--- src/rtl/crcmon_pkg.sv ---
package crcmon_pkg;
  localparam int CRC_W = 32;
  localparam logic [CRC_W-1:0] CRC_POLY_REFL = 32'hEDB88320;
  localparam logic [CRC_W-1:0] CRC_INIT = 32'hFFFFFFFF;
  localparam int IR_W = 10;
  localparam logic [IR_W-1:0] IR_REF_ACCESS = 10'b00_0001_0101;

  typedef struct packed {
    logic lastWord;
    logic latchRef;
    logic compare;
    logic tapSel;
    logic capture;
    logic shift;
    logic update;
  } monStrobes_t;

  function automatic logic [CRC_W-1:0] crcFeed(input logic [CRC_W-1:0] c,
                                               input logic [CRC_W-1:0] d);
    logic [CRC_W-1:0] r;
    r = c;
    for (int i = 0; i < CRC_W; i++) begin
      if (r[0] ^ d[i]) r = (r >> 1) ^ CRC_POLY_REFL;
      else             r = r >> 1;
    end
    return r;
  endfunction
endpackage

--- src/rtl/crcmon_ctrl.sv ---
module crcmon_ctrl
  import crcmon_pkg::*;
#(
  parameter int DEPTH = 16,
  localparam int ADDR_W = (DEPTH > 1) ? $clog2(DEPTH) : 1
) (
  input  logic              clk,
  input  logic              rstN,
  input  logic              userMode,
  input  logic [IR_W-1:0]   tapInstr,
  input  logic              captureDr,
  input  logic              shiftDr,
  input  logic              updateDr,
  output logic [ADDR_W-1:0] rdAddr,
  output logic              passDone,
  output monStrobes_t       strobes
);
  localparam logic [ADDR_W-1:0] LAST_ADDR = ADDR_W'(DEPTH - 1);

  logic atLast;
  logic tapSel;

  assign atLast = (rdAddr == LAST_ADDR);
  assign tapSel = userMode && (tapInstr == IR_REF_ACCESS);

  always_ff @(posedge clk or negedge rstN) begin
    if (!rstN) begin
      rdAddr   <= '0;
      passDone <= 1'b0;
    end else begin
      rdAddr   <= atLast ? '0 : rdAddr + 1'b1;
      passDone <= atLast;
    end
  end

  always_comb begin
    strobes          = '0;
    strobes.lastWord = atLast;
    strobes.latchRef = atLast && !userMode;
    strobes.compare  = atLast && userMode;
    strobes.tapSel   = tapSel;
    strobes.capture  = tapSel && captureDr;
    strobes.shift    = tapSel && shiftDr;
    strobes.update   = tapSel && updateDr;
  end
endmodule

--- src/rtl/crcmon_dp.sv ---
module crcmon_dp
  import crcmon_pkg::*;
#(
  parameter int DATA_W = 32
) (
  input  logic              clk,
  input  logic              rstN,
  input  monStrobes_t       strobes,
  input  logic [DATA_W-1:0] rdData,
  input  logic              tdi,
  output logic              tdo,
  output logic              crcErr
);
  logic [CRC_W-1:0] crcAcc;
  logic [CRC_W-1:0] crcNext;
  logic [CRC_W-1:0] passCrc;
  logic [CRC_W-1:0] refCrc;
  logic [CRC_W-1:0] shReg;
  logic [CRC_W-1:0] wordIn;

  generate
    if (DATA_W >= CRC_W) begin : g_wide
      assign wordIn = rdData[CRC_W-1:0];
    end else begin : g_narrow
      assign wordIn = {{(CRC_W-DATA_W){1'b0}}, rdData};
    end
  endgenerate

  assign crcNext = crcFeed(crcAcc, wordIn);
  assign passCrc = ~crcNext;
  assign tdo     = strobes.tapSel ? shReg[0] : 1'b0;

  always_ff @(posedge clk or negedge rstN) begin
    if (!rstN) crcAcc <= CRC_INIT;
    else       crcAcc <= strobes.lastWord ? CRC_INIT : crcNext;
  end

  always_ff @(posedge clk or negedge rstN) begin
    if (!rstN)                 refCrc <= '0;
    else if (strobes.latchRef) refCrc <= passCrc;
    else if (strobes.update)   refCrc <= shReg;
  end

  always_ff @(posedge clk or negedge rstN) begin
    if (!rstN)                 crcErr <= 1'b0;
    else if (strobes.compare)  crcErr <= (passCrc != refCrc);
    else if (strobes.latchRef) crcErr <= 1'b0;
  end

  always_ff @(posedge clk or negedge rstN) begin
    if (!rstN)                shReg <= '0;
    else if (strobes.capture) shReg <= refCrc;
    else if (strobes.shift)   shReg <= {tdi, shReg[CRC_W-1:1]};
  end
endmodule

--- src/rtl/cramCrcMonitor.sv ---
module cramCrcMonitor
  import crcmon_pkg::*;
#(
  parameter int DEPTH  = 16,
  parameter int DATA_W = 32,
  localparam int ADDR_W = (DEPTH > 1) ? $clog2(DEPTH) : 1
) (
  input  logic              clk,
  input  logic              rstN,
  output logic [ADDR_W-1:0] rdAddr,
  input  logic [DATA_W-1:0] rdData,
  input  logic              userMode,
  input  logic [IR_W-1:0]   tapInstr,
  input  logic              captureDr,
  input  logic              shiftDr,
  input  logic              updateDr,
  input  logic              tdi,
  output logic              tdo,
  output logic              crcErr,
  output logic              passDone
);
  monStrobes_t strobes;

  crcmon_ctrl #(.DEPTH(DEPTH)) i_ctrl (
    .clk(clk), .rstN(rstN), .userMode(userMode), .tapInstr(tapInstr),
    .captureDr(captureDr), .shiftDr(shiftDr), .updateDr(updateDr),
    .rdAddr(rdAddr), .passDone(passDone), .strobes(strobes)
  );

  crcmon_dp #(.DATA_W(DATA_W)) i_dp (
    .clk(clk), .rstN(rstN), .strobes(strobes), .rdData(rdData),
    .tdi(tdi), .tdo(tdo), .crcErr(crcErr)
  );
endmodule

--- config.mk ---
export PLATFORM = sky130hd
export DESIGN_NAME = cramCrcMonitor
export DESIGN_NICKNAME = d
export VERILOG_FILES = /design/src/rtl/crcmon_pkg.sv /design/src/rtl/crcmon_ctrl.sv /design/src/rtl/crcmon_dp.sv /design/src/rtl/cramCrcMonitor.sv
export SDC_FILE = /design/constraint.sdc
export NUM_CORES = 1
export LEC_CHECK = 0
export ABC_CLOCK_PERIOD_IN_PS = 12500
export CORE_MARGIN = 2
export CORE_UTILIZATION = 60
export CTS_CLUSTER_DIAMETER = 60
export DETAILED_ROUTE_END_ITERATION = 8
export PLACE_DENSITY = 0.87
export SLEW_MARGIN = 20
export SYNTH_ARGS = -nofsm -noshare
export SYNTH_HDL_FRONTEND = slang
export SYNTH_SLANG_ARGS = --single-unit
--- constraint.sdc ---
create_clock -name clk -period 12.5 [get_ports clk]
set_input_delay 3.75 -clock clk [delete_from_list [all_inputs] [get_ports clk]]
set_output_delay 3.75 -clock clk [all_outputs]
set_load 0.005 [all_outputs]
==> impl_metrics.env, run 1 <==
export IMPL_slew_viol_final=0
export IMPL_whs_ps=510
export IMPL_stdcell_count=962
export IMPL_startpoint="userMode"
export IMPL_holdBufCountCts=0
export IMPL_cts_tree="yes"
export IMPL_syn_area_mm2=0.00800
export IMPL_path_clk_slew_ps=70
export IMPL_cp_depth=6
export IMPL_slew_headroom_pct=24.2
export IMPL_drt_first_iter_violations=517
export IMPL_clkLatencyLatePin_ps=350
export IMPL_first_global_vias=5806
export IMPL_area_growth_syn_to_layout_pct=13.7
export IMPL_setup_ws_ps=2630
export IMPL_hold_viol=0
export IMPL_rsz0062_at_grt="false"
export IMPL_min_from="i_dp.shReg[28]"
export IMPL_r2r_start="i_dp.crcAcc[1]"
export IMPL_antenna_found_initial=0
export IMPL_layout_common_cells="xnor2_1 (179), nand2_1 (104), dfrtp_1 (70)"
export IMPL_r2r_cells=12
export IMPL_diodes=0
export IMPL_critPathMaxFanout=7
export IMPL_fin_skew_ps=8.69
export IMPL_period_minus_slack_ps=9870
export IMPL_wl_per_cell_um=22.0
export IMPL_drc_errors=0
export IMPL_critPathRequiredTime_ps=8750
export IMPL_die_w_um=119
export IMPL_hpwl_um=16000
export IMPL_synth_edff_count=0
export IMPL_cts_max_path_buffers=2
export IMPL_grt_usage_pct=31.1
export IMPL_ys_warn_count=0
export IMPL_startpoint_type="input port"
export IMPL_overflow=0
export IMPL_path_delay_family="simple AND/OR/NAND/NOR gates"
export IMPL_synth_seq_area_share_pct=32.4
export IMPL_ys_flop_type="dfrtp_1"
export IMPL_synth_nets=784
export IMPL_crit_buf_inv=2
export IMPL_die_area_mm2=0.0143
export IMPL_status="complete, no violations"
export IMPL_tightest_slew_ps=1130
export IMPL_hp_class="reg2reg"
export IMPL_place_congestion=0.981
export IMPL_dp_cells=946
export IMPL_first_pass_iters=6
export IMPL_avgSynthCellArea_um2=10.9
export IMPL_fin_nets=831
export IMPL_crit_path_top_delay_cell="nor4b_2"
export IMPL_cts_resized=0
export IMPL_async_flop_share_pct=100
export IMPL_via_per_inst=5.85
export IMPL_worstSetupPathType="in2out"
export IMPL_cts_buffers=9
export IMPL_htree_levels=3
export IMPL_setup_tns_ps=0
export IMPL_synthCells=734
export IMPL_max_stage_delay_ps=660
export IMPL_root_buffer="clkbuf_16"
export IMPL_fp_coreArea_mm2=0.0131
export IMPL_die_h_um=119
export IMPL_wl_um=21200
export IMPL_ys_ff_latch=102
export IMPL_rows=42
export IMPL_crit_path_end="tdo"
export IMPL_pin_count=56
export IMPL_timing_rr_end="i_dp.crcErr"
export IMPL_synth_cell_type_count=45
export IMPL_fillers=1000
export IMPL_clock_sinks=102
export IMPL_layout_drive_gt1_share_pct=11.2
export IMPL_ff2ff_setup_slack_ps=6660
export IMPL_via_count=5624
export IMPL_worstPathCellList="clkdlybuf4s50_1 -> nor4b_1 -> nand4_1 -> nor4b_2 -> and2_1 -> clkdlybuf4s50_1"
export IMPL_grt_pass1_wl_um=33500
export IMPL_place_ws_ps=2250
export IMPL_cp_common_cell="clkdlybuf4s50_1"
export IMPL_ant_nets=0
export IMPL_setup_viol=0
export IMPL_endpoint_kind="primary output"
export IMPL_cts_setup_buffers=0
export IMPL_maxCapViolCount=0
export IMPL_start_util_pct=60.9
export IMPL_arrival_ps=6120
export IMPL_grt_max_degree=72
export IMPL_port_buffers=55
export IMPL_final_common_cell="xnor2_1"
export IMPL_max_freq_mhz=101
export IMPL_finalCritPeriodShare_pct=79.0
==> worst min path at each step <==
stage | slack (ps) | end | cells past startpoint
6_report | 510 | i_dp.shReg[28] | 2
5_1_grt | 530 | i_dp.shReg[28] | 2
4_1_cts | 510 | i_dp.shReg[28] | 2
3_5_place_dp | 490 | i_dp.shReg[28] | 2
3_3_place_gp | 490 | i_dp.shReg[27] | 2
2_1_floorplan | 470 | i_dp.shReg[10] | 2
==> metrics by stage <==
stage	area, um^2	util, %
final	9090	69.2
after global routing	9090	69.2
after global placement	8730	66.4
after detailed placement	8750	66.6
after CTS	9080	69.1
after floorplan	8000	-
==> worst reg2reg max path, cell delays in order (launching register included) <==
cell      delay, ps
dfstp_2         550
xor2_1          220
xnor3_1         620
xnor3_1         790
xor3_1          340
xnor3_1         710
xor2_1          940
xnor2_1         460
xor2_1          260
a22oi_1         240
nand4b_1        160
nor4_1          330
a21oi_1         110
==> registers in the layout (all words and copies together), names as in the netlist <==
| signal | flops |
|---|---|
| i_dp.crcAcc | 32 |
| i_ctrl.rdAddr | 4 |
| i_dp.crcErr | 1 |
| i_ctrl.passDone | 1 |
| i_dp.shReg | 32 |
| i_dp.refCrc | 32 |
==> routing by layer <==
layer,track usage (%),part of all wire (%),up-vias
met5,0,0,-
met4,13.0,3.7,0
met3,2.78,4.7,48
met2,51.6,50,206
met1,42.0,42,2805
li1,-,-,2565
==> synth_stat cells (2+ instances only) <==
master | instances | share of area (%)
xnor2_1 | 179 | 20
nand2_1 | 104 | 4.9
dfrtp_1 | 70 | 22
xor2_1 | 58 | 6.3
o21ai_0 | 49 | 3.1
xnor3_1 | 43 | 12
a22oi_1 | 33 | 3.1
dfstp_2 | 32 | 11
mux2i_1 | 28 | 3.5
clkbuf_1 | 24 | 1.1
nor2_1 | 16 | 0.75
a21oi_1 | 8 | 0.50
xnor2_2 | 8 | 1.6
nand2b_1 | 7 | 0.55
xor3_1 | 7 | 2.1
inv_1 | 6 | 0.28
or2_2 | 6 | 0.47
nand4_1 | 5 | 0.39
nor3_1 | 5 | 0.31
xnor2_4 | 5 | 1.7
o22ai_1 | 4 | 0.31
nand3_1 | 3 | 0.19
xnor3_2 | 3 | 0.89
xor2_2 | 3 | 0.61
a211oi_1 | 2 | 0.19
a31oi_1 | 2 | 0.16
and2_1 | 2 | 0.16
buf_4 | 2 | 0.19
nand4b_1 | 2 | 0.22
nor4b_1 | 2 | 0.22
o32ai_1 | 2 | 0.22
==> layout make-up <==
cell class | instances | area, um^2 | share of cell area, %
Clock inverter | 6 | 90.1 | 0.991
Multi-Input combinational cell | 598 | 5300 | 58.3
Sequential cell | 102 | 2590 | 28.5
Timing Repair Buffer | 63 | 628 | 6.91
Clock buffer | 10 | 239 | 2.63
Inverter | 7 | 26.3 | 0.289
Tap cell | 176 | 220 | 2.42
==> cell families after synthesis <==
logic type      count (synthesis)  share of synthesized area (%)
compound gates                107                           8.32
xor+xnor                      308                           45.6
fa+ha+maj                       1                          0.156
buf+inv                        34                           1.70
flops                         102                           32.4
mux                            28                           3.50
simple gates                  154                           8.29
Power of run 1 is not shown: default switching activity piles up to over one toggle a cycle in this logic, so the estimate is an artifact.
==> run 2: changes to the inputs <==
--- a/config.mk
+++ b/config.mk
@@ -5,7 +5,7 @@
 export SDC_FILE = /design/constraint.sdc
 export NUM_CORES = 1
 export LEC_CHECK = 0
-export ABC_CLOCK_PERIOD_IN_PS = 12500
+export ABC_CLOCK_PERIOD_IN_PS = 9500
 export CORE_MARGIN = 2
 export CORE_UTILIZATION = 60
 export CTS_CLUSTER_DIAMETER = 60
==> constraint.sdc (replaced) <==
create_clock -name clk -period 9.5 [get_ports clk]
set_input_delay 2.85 -clock clk [delete_from_list [all_inputs] [get_ports clk]]
set_output_delay 2.85 -clock clk [all_outputs]
set_load 0.005 [all_outputs]
==> run 2 against run 1 <==
Against the previous run: critical endpoint is now i_dp.crcErr; clock-buffer cell count grew 1; critical path type is now in2reg; critical path depth is 7 higher; register-to-register slack lost 2800 ps; via count grew 1.8%; largest cell class unchanged; clock skew grew 5.2 ps.
==> impl_metrics.env, run 2 (synthesis gave the netlist of run 1 again) <==
export IMPL_fp_coreArea_mm2=0.0131
export IMPL_drt_first_iter_violations=564
export IMPL_setup_tns_ps=0
export IMPL_whs_ps=514
export IMPL_rows=42
export IMPL_ff2ff_setup_slack_ps=3900
export IMPL_final_common_cell="xnor2_1"
export IMPL_critPathMaxFanout=13
export IMPL_max_stage_delay_ps=760
export IMPL_antenna_found_initial=0
export IMPL_status="complete, no violations"
export IMPL_crit_path_top_delay_cell="xnor2_2"
export IMPL_worst_hold_path_num_cells=2
export IMPL_first_pass_iters=7
export IMPL_hold_end="i_dp.shReg[14]"
export IMPL_cts_max_path_buffers=2
export IMPL_min_from="i_dp.shReg[14]"
export IMPL_grt_pass1_wl_um=33800
export IMPL_diodes=0
export IMPL_hp_class="reg2reg"
export IMPL_die_area_mm2=0.0143
export IMPL_ant_nets=0
export IMPL_r2r_cells=12
export IMPL_wl_um=21400
export IMPL_finalCritPeriodShare_pct=85.4
export IMPL_fillers=953
export IMPL_arrival_ps=8350
export IMPL_clkLatencyLatePin_ps=360
export IMPL_slew_viol_final=0
export IMPL_clock_sinks=102
export IMPL_r2r_start="i_dp.crcAcc[4]"
export IMPL_root_buffer="clkbuf_16"
export IMPL_path_clk_slew_ps=80
export IMPL_place_congestion=0.998
export IMPL_path_delay_family="XOR/XNOR gates"
export IMPL_use_met1_pct=42.3
export IMPL_grt_usage_pct=31.6
export IMPL_cts_setup_buffers=0
export IMPL_tightest_slew_ps=1000
export IMPL_pin_count=56
export IMPL_wl_per_cell_um=22.2
export IMPL_grt_max_degree=71
export IMPL_overflow=0
export IMPL_timing_rr_end="i_dp.crcErr"
export IMPL_fin_nets=833
export IMPL_area_growth_syn_to_layout_pct=13.2
export IMPL_slew_headroom_pct=32.7
export IMPL_startpoint_type="input port"
export IMPL_die_w_um=119
export IMPL_via_per_inst=5.94
export IMPL_setup_viol=0
export IMPL_endpoint_kind="register"
export IMPL_cp_depth=13
export IMPL_port_buffers=55
export IMPL_grt_busiest_layer="met2"
export IMPL_top_regs="i_dp.crcAcc (32), i_dp.refCrc (32), i_dp.shReg (32)"
export IMPL_fin_skew_ps=13.9
export IMPL_htree_levels=3
export IMPL_rsz0062_at_grt="false"
export IMPL_period_minus_slack_ps=8110
export IMPL_grtUsageMet2_pct=51.2
export IMPL_cts_resized=0
export IMPL_die_h_um=119
export IMPL_first_global_vias=5854
export IMPL_cts_buffers=9
export IMPL_max_freq_mhz=123
export IMPL_worstPathCellList="clkdlybuf4s50_1 -> xnor2_4 -> xnor2_1 -> xnor3_1 -> xnor3_1 -> xnor3_1 -> xnor2_2 -> xnor3_1 -> xnor2_2 -> xor2_2 -> xnor2_1 -> a2111oi_2 -> a21oi_1"
export IMPL_critPathRequiredTime_ps=9740
export IMPL_holdBufCountCts=0
export IMPL_hold_viol=0
export IMPL_cts_tree="yes"
export IMPL_crit_buf_inv=1
export IMPL_layout_common_cells="xnor2_1 (178), nand2_1 (104), dfrtp_1 (70)"
export IMPL_maxCapViolCount=0
export IMPL_regArea_mm2=0.00259
export IMPL_via_count=5724
export IMPL_use_met3_pct=4.41
export IMPL_start_util_pct=60.9
export IMPL_hpwl_um=16400
export IMPL_multi_input_area_mm2=0.00529
export IMPL_layout_drive_gt1_share_pct=11.4
export IMPL_drc_errors=0
export IMPL_worstSetupPathType="in2reg"
export IMPL_cp_common_cell="xnor3_1"
[run 2: changes by cell type in the layout (fill, tap and decap cells not counted), sizes merged]
| cell | delta |
|---|---|
| buf | +2 |
| bufinv | -2 |
| clkbuf | +1 |
| clkinv | -2 |
| clkinvlp | +1 |
| inv | +2 |
[run 2: how the worst max path moves through the flow]
stage                 from  slack, ps           to
2_1_floorplan  tapInstr[7]       2590          tdo
3_3_place_gp     rdData[6]       1100  i_dp.crcErr
3_5_place_dp     rdData[3]       1140  i_dp.crcErr
4_1_cts          rdData[6]       1480  i_dp.crcErr
5_1_grt          rdData[6]       1240  i_dp.crcErr
6_report         rdData[3]       1390  i_dp.crcErr
[run 2: final cells by class]
type	instances	share of cell area, %
Clock buffer	11	2.79
Inverter	7	0.290
Timing Repair Buffer	65	6.88
Multi-Input combinational cell	598	58.5
Clock inverter	5	0.525
Tap cell	176	2.43
Sequential cell	102	28.6
[run 2: worst min-delay path, delay by kind of cell (launching register included)]
kind | cells | cell delay, ps
flops | 1 | 370
compound gates | 1 | 60
simple gates | 1 | 50
[run 2: per-stage QoR]
stage	utilization, %	instances	area [um^2]	setup slack, ps
6_report	68.9	964	9060	1390
5_1_grt	68.9	964	9060	1240
4_1_cts	68.9	964	9050	1480
3_5_place_dp	66.6	948	8750	1140
3_3_place_gp	66.6	948	8750	1100
2_1_floorplan	-	734	8000	2590
[run 2: layer usage]
layer / share of wire (%) / up-vias
li1: - / 2566
met1: 41 / 2863
met2: 49 / 246
met3: 5.9 / 49
met4: 3.9 / 0
met5: 0 / -
Power of run 2 is left out for the same reason.
